### src/rtl/blc_pkg.sv
package blc_pkg;
  localparam int CFG_W   = 16;
  localparam int LAT_W   = 3;
  localparam int LAT_MIN = 2;
  localparam int RSEL_BIT = 15;
  localparam int LAT_LSB  = 11;
  localparam int PDN_BIT  = 10;
  localparam int EDGE_BIT = 6;

  typedef struct packed {
    logic             async_rd;
    logic [LAT_W-1:0] lat;
    logic             pwrdn;
    logic             rise;
  } cfg_t;

  localparam cfg_t CFG_RST = '{async_rd: 1'b1, lat: {LAT_W{1'b1}}, pwrdn: 1'b0, rise: 1'b1};

  function automatic logic lat_ok(logic [LAT_W-1:0] code);
    return code >= LAT_W'(LAT_MIN);
  endfunction

  function automatic cfg_t merge_word(cfg_t old, logic [CFG_W-1:0] w);
    cfg_t n;
    n.async_rd = w[RSEL_BIT];
    n.lat      = lat_ok(w[LAT_LSB +: LAT_W]) ? w[LAT_LSB +: LAT_W] : old.lat;
    n.pwrdn    = w[PDN_BIT];
    n.rise     = w[EDGE_BIT];
    return n;
  endfunction
endpackage

### src/rtl/blc_cfg_reg.sv
module blc_cfg_reg
  import blc_pkg::*;
(
  input  logic             clk,
  input  logic             rst_n,
  input  logic             we_i,
  input  logic [CFG_W-1:0] wdata_i,
  input  logic             idle_i,
  output cfg_t             cfg_o,
  output logic             pend_o,
  output logic             commit_o
);
  logic [CFG_W-1:0] pend_w;

  assign commit_o = pend_o & idle_i;

  always_ff @(posedge clk or negedge rst_n) begin
    if (!rst_n) begin
      cfg_o  <= CFG_RST;
      pend_o <= 1'b0;
      pend_w <= '0;
    end else begin
      if (commit_o) cfg_o <= merge_word(cfg_o, pend_w);
      if (we_i) begin
        pend_o <= 1'b1;
        pend_w <= wdata_i;
      end else if (commit_o) begin
        pend_o <= 1'b0;
      end
    end
  end


  lat_legal_chk: assert property (@(posedge clk) disable iff (!rst_n)
    commit_o |=> lat_ok(cfg_o.lat));
endmodule

### src/rtl/blc_lat_counter.sv
module blc_lat_counter
  import blc_pkg::*;
(
  input  logic             clk_i,
  input  logic             rst_ni,
  input  logic             start_i,
  input  logic [LAT_W-1:0] lat_i,
  output logic             busy_o,
  output logic             fv_o
);
  logic [LAT_W-1:0] cnt_q;
  logic [LAT_W-1:0] lat_q;
  logic             accept;
  logic             last_edge;

  assign accept    = start_i & ~busy_o;
  assign last_edge = busy_o & (cnt_q == lat_q);

  always_ff @(posedge clk_i or negedge rst_ni) begin
    if (!rst_ni) begin
      busy_o <= 1'b0;
      fv_o   <= 1'b0;
      cnt_q  <= '0;
      lat_q  <= '0;
    end else begin
      fv_o <= 1'b0;
      if (busy_o) begin
        if (last_edge) begin
          busy_o <= 1'b0;
          fv_o   <= 1'b1;
        end else begin
          cnt_q <= cnt_q + 1'b1;
        end
      end else if (accept) begin
        busy_o <= 1'b1;
        cnt_q  <= '0;
        lat_q  <= lat_i;
      end
    end
  end


  fv_single_chk: assert property (@(posedge clk_i) disable iff (!rst_ni)
    fv_o |=> !fv_o);

  fv_after_busy_chk: assert property (@(posedge clk_i) disable iff (!rst_ni)
    $rose(fv_o) |-> $past(busy_o));

  start_busy_chk: assert property (@(posedge clk_i) disable iff (!rst_ni)
    accept |=> busy_o);

  excl_chk: assert property (@(posedge clk_i) disable iff (!rst_ni)
    !(busy_o && fv_o));
endmodule

### src/rtl/burst_lat_ctrl.sv
module burst_lat_ctrl
  import blc_pkg::*;
(
  input  logic             clk,
  input  logic             rst_n,
  input  logic             cfg_we,
  input  logic [CFG_W-1:0] cfg_wdata,
  input  logic             addr_latch,
  input  logic             rd_en,
  output logic             async_mode,
  output logic [LAT_W-1:0] lat_code,
  output logic             rise_edge,
  output logic             pwrdn_en,
  output logic             first_valid,
  output logic             in_latency
);
  cfg_t       cfg;
  logic       pend;
  logic       commit;
  logic       idle;
  logic [1:0] busy_v;
  logic [1:0] fv_v;

  assign idle = ~(|busy_v) & ~(|fv_v);

  blc_cfg_reg u_cfg (
    .clk      (clk),
    .rst_n    (rst_n),
    .we_i     (cfg_we),
    .wdata_i  (cfg_wdata),
    .idle_i   (idle),
    .cfg_o    (cfg),
    .pend_o   (pend),
    .commit_o (commit)
  );

  // index 0 counts on rising edges, index 1 on falling edges
  for (genvar i = 0; i < 2; i++) begin : g_edge
    localparam bit RISE = (i == 0);
    logic ck;
    logic start;
    assign ck    = RISE ? clk : ~clk;
    assign start = addr_latch & rd_en & ~cfg.async_rd & ~pend & (cfg.rise == RISE);
    blc_lat_counter u_cnt (
      .clk_i   (ck),
      .rst_ni  (rst_n),
      .start_i (start),
      .lat_i   (cfg.lat),
      .busy_o  (busy_v[i]),
      .fv_o    (fv_v[i])
    );
  end

  assign async_mode  = cfg.async_rd;
  assign lat_code    = cfg.lat;
  assign rise_edge   = cfg.rise;
  assign pwrdn_en    = cfg.pwrdn;
  assign in_latency  = |busy_v;
  assign first_valid = |fv_v;


  cfg_hold_chk: assert property (@(posedge clk) disable iff (!rst_n)
    in_latency |=> $stable(cfg));

  async_quiet_chk: assert property (@(posedge clk) disable iff (!rst_n)
    async_mode |-> (!in_latency && !first_valid));

  one_domain_chk: assert property (@(posedge clk) disable iff (!rst_n)
    $countones({busy_v, fv_v}) <= 1);
endmodule

### config.mk
export PLATFORM = sky130hd
export DESIGN_NAME = burst_lat_ctrl
export DESIGN_NICKNAME = d
export VERILOG_FILES = /design/src/rtl/blc_pkg.sv /design/src/rtl/blc_cfg_reg.sv /design/src/rtl/blc_lat_counter.sv /design/src/rtl/burst_lat_ctrl.sv
export SDC_FILE = /design/constraint.sdc
export NUM_CORES = 1
export LEC_CHECK = 0
export BUFFER_PORTS_ARGS = -buffer_cell sky130_fd_sc_hd__buf_4
export CORE_MARGIN = 3
export CORE_UTILIZATION = 35
export CTS_BUF_LIST = sky130_fd_sc_hd__clkbuf_8 sky130_fd_sc_hd__clkbuf_16
export DETAILED_ROUTE_END_ITERATION = 8
export PLACE_DENSITY = 0.57
export SLEW_MARGIN = 30
export SYNTH_ARGS = -nofsm -noshare
export SYNTH_HDL_FRONTEND = slang
export SYNTH_SLANG_ARGS = --single-unit
### constraint.sdc
create_clock -name clk -period 2.4 [get_ports clk]
set_input_delay 0.12 -clock clk [delete_from_list [all_inputs] [get_ports clk]]
set_output_delay 0.12 -clock clk [all_outputs]
set_load 0.02 [all_outputs]
==> results.txt <==
----------------------------------------------------
[Timing]
  Worst rel slew slack ... 76.3%
  Final Max Slew Viols ... 0
  Slew of the pin with the lowest slew margin ... 353 ps
  Min setup slack post-route ... -261 ps
  Setup Skew ... 10.6 ps
  Final hold vios ... 0
  Setup repair after global routing missed its margin ... true
  Final count of negative-setup-slack endpoints ... 15
  Worst Hold Slack ... 64.5 ps

[Setup path]
  Type of origin of the critical path ... flip-flop
  Biggest fanout along the worst timing path ... 7
  Worst Path Required ... 2610 ps
  Cell class contributing the biggest share of worst-path delay ... simple AND/OR/NAND/NOR gates
  Crit Path Category ... flip-flop to flip-flop
  CP Cell Sequence ... or4_4 -> nor2_8 -> o21ai_2 -> mux2_4
  Crit path arrival time ... 2880 ps
  CP bufs+invs ... 0
  Kind of end point of the critical path ... flip-flop
  Slowest stage cell, crit path ... sky130_fd_sc_hd__or4_4
  Largest stage delay, worst path ... 530 ps

[Power]
  Switch share ... 35.2%
  Power per Cell Area ... 1460 nW/um^2
  Leakage power of the design ... 0.000840 uW
  Combinational group share of total power ... 46.0%
  Internal ... 1680 uW
  Switching Power ... 912 uW
  Portion of total power attributed to the clock network ... 19.5%
  Largest voltage drop on the vdd net ... 0.656 mV
  Register share of total power ... 34.5%

[Yosys]
  Share of the synthesized area in compound gates (AO/OA/AOI/OAI) ... 10.1%
  Number of synthesized flops with an enable pin ... 0
  Synth Area in Adders ... 1.91%
  Share of synthesized flip-flops with an asynchronous set or reset ... 100%
  Synth Instances ... 99
  Area fraction of the dominant cell type after synthesis ... 30.5%
  Cell Area, Synth ... 1310 um^2
  Synth Flop Type ... sky130_fd_sc_hd__dfrtp_1
  Sequential cell area fraction in the yosys report ... 55.8%
  Count of synthesis-stage warnings from yosys ... 0
  Xor and xnor area share after synthesis ... 5.34%
  Avg Inst Size Synth ... 13.3 um^2
  Post-synthesis share of cell area spent on and, or, nand and nor gates ... 9.53%
  Ranking of synthesized cells by area ... sky130_fd_sc_hd__dfrtp_1 31%, sky130_fd_sc_hd__dfrtn_1 15%, sky130_fd_sc_hd__mux2_2 14%
  Post-synth net total ... 122
  Number of library cell types mapped by synthesis ... 29
  Fraction of synthesized area in multiplexers ... 15.6%
  Leading area contributor after synthesis ... sky130_fd_sc_hd__dfrtp_1
  Post-synthesis register bit count ... 29
  Main combinational cell family by area after synthesis ... multiplexers

[Die]
  Die Outline Area ... 4520 um^2
  Placeable core area ... 3470 um^2
  Initial Utilization ... 37.8%
  Height of the die ... 67.2 um
  Number of rows created at floorplan ... 21
  Die extent in x ... 67.2 um
  Boundary Pins ... 29

[Clock tree]
  Root buf cell ... sky130_fd_sc_hd__clkbuf_8
  Number of H-tree levels ... 2
  Clock latency reported for the late side of the worst-skew pair ... 290 ps
  CTS Buf Count ... 5
  Max Root-Sink Buffers ... 2
  Sink count of the clock tree ... 29
  Clock transition at the registers of the reported paths ... 70 ps
  Clock tree from TritonCTS ... done

[Finish]
  Share of final-layout standard cells stronger than drive strength 1 ... 56.9%
  Commonest non-fill, non-tap cell in the layout ... sky130_fd_sc_hd__buf_4
  Area Growth Syn to Fin ... 35.1%
  Area occupied by multi-input gates ... 603 um^2
  # nets final ... 159
  Fin area ... 1770 um^2
  Sequential cell area ... 732 um^2
  Antenna cell count ... 0
  Layout fillers ... 313
  Most frequent cells in the layout ... 27 x sky130_fd_sc_hd__buf_4, 16 x sky130_fd_sc_hd__dfrtp_1, 12 x sky130_fd_sc_hd__mux2_2
  Fin util ... 51.1%

[Detailed routing]
  Average wire length per cell after detail routing ... 14.0 um
  Detailed Route Iter0 Violations ... 29
  Via-to-Cell Ratio ... 4.86
  First-pass iteration count of the detailed router ... 3
  DRC Markers ... 0
  Overall via count from detail_route ... 889
  Final antenna-violating net count ... 0
  Total wire length ... 2570 um

[GRT]
  Antenna violations before repair ... 0
  Global router's overall resource usage ... 14.2%
  Pin count of the biggest net entering global routing ... 30
  Grt total ovfl ... 0
  Number of global-route vias before repair ... 1021
  Wire length of the first global-routing pass ... 4660 um

[Placed design]
  Post-Place Cell Area ... 1550 um^2
  Placed wire-length estimate after detailed placement ... 1880 um
  Gp weighted congestion ... 0.787
  Worst setup timing slack at the placement stage ... -296 ps
  Port Buffer Count ... 18

[Flow run]
  Max-cap violations ... 0

[Hold path]
  Path type of the worst min-delay path ... input port to flip-flop

[Status]
  Violations in the final reports ... setup timing
  Run status ... finished, violations left

----------------------------------------------------
cells by family after synthesis:
| family | count (synthesis) |
|---|---|
| flops | 29 |
| compound gates | 17 |
| xor+xnor | 8 |
| simple gates | 21 |
| fa+ha+maj | 2 |
| mux | 18 |
| buf+inv | 4 |
Yosys cell counts (all sizes together), types with 2 or more instances:
library cell / n
a21oi: 2
a22o: 6
and2: 2
dfrtn: 8
dfrtp: 16
dfstp: 5
ha: 2
inv: 2
mux2: 17
nand2: 9
nor2: 4
nor3: 2
o21ai: 4
o311ai: 2
o31ai: 2
or2: 2
xnor2: 2
xor2: 6
metal layers:
metal / vias up / global-route usage, % / part of all wire, %
met5: - / 0 / 0
met4: 0 / 7.59 / 1.8
met3: 5 / 4.16 / 4.0
met2: 17 / 24.0 / 52
met1: 438 / 15.9 / 42
li1: 429 / - / -
power by group through the flow:
stage          clock (uW)  sequential, uW  combinational (uW)
5_1_grt               541             930                1300
2_1_floorplan           0             914                 682
6_report              504             894                1190
3_5_place_dp            0             900                1060
4_1_cts               518             898                1160
3_3_place_gp            0             894                1030
through the flow:
step | power (uW) | TNS (ps) | std cells
CTS | 2580 | -2490 | 181
global route | 2770 | -2930 | 183
floorplan | 1600 | -1960 | 99
global placement | 1920 | -2460 | 169
detailed placement | 1960 | -2860 | 169
finish | 2590 | -2320 | 183
registers in the layout (all words and copies together) (netlist names):
name and flops:
g_edge.u_cnt.busy_o 2, g_edge.u_cnt.cnt_q 6, u_cfg.pend_w 6, g_edge.u_cnt.lat_q 6, g_edge.u_cnt.fv_o 2, u_cfg.cfg_o 6
u_cfg.pend_o 1
worst paths after layout:
kind | start | to | depth (start not counted) | slack [ps]
min | cfg_wdata[6] | u_cfg.pend_w[6]$_DFFE_PN0P_ | 2 | 60
max reg2reg | g_edge[1].u_cnt.busy_o$_DFF_NN0_ | u_cfg.cfg_o[2]$_DFFE_PN1P_ | 4 | -260
max | g_edge[1].u_cnt.busy_o$_DFF_NN0_ | u_cfg.cfg_o[2]$_DFFE_PN1P_ | 4 | -260
min reg2reg | g_edge[1].u_cnt.lat_q[2]$_DFFE_NN0P_ | g_edge[1].u_cnt.lat_q[2]$_DFFE_NN0P_ | 1 | 490
min in group asynchronous | rst_n | u_cfg.cfg_o[1]$_DFFE_PN0P_ | 2 | 290
max in group asynchronous | rst_n | g_edge[1].u_cnt.cnt_q[0]$_DFFE_NN0P_ | 2 | 730
timing repair:
action                                 in CTS  in global routing
endpoints found under the hold margin      16                  0
hold buffers                                1                  0
resized for setup                          14                  2
buffers inserted                            3                  2
pin swaps                                   8                  2
setup endpoints to repair                  16                 15
final cells by class:
class                           instances  share of cell area, %
Clock buffer                            5                   3.88
Clock inverter                          3                   2.61
Inverter                                2                  0.423
Multi-Input combinational cell         66                   34.0
Sequential cell                        29                   41.3
Tap cell                               46                   3.25
Timing Repair Buffer                   32                   14.5
(Power assumes the default switching activity.)
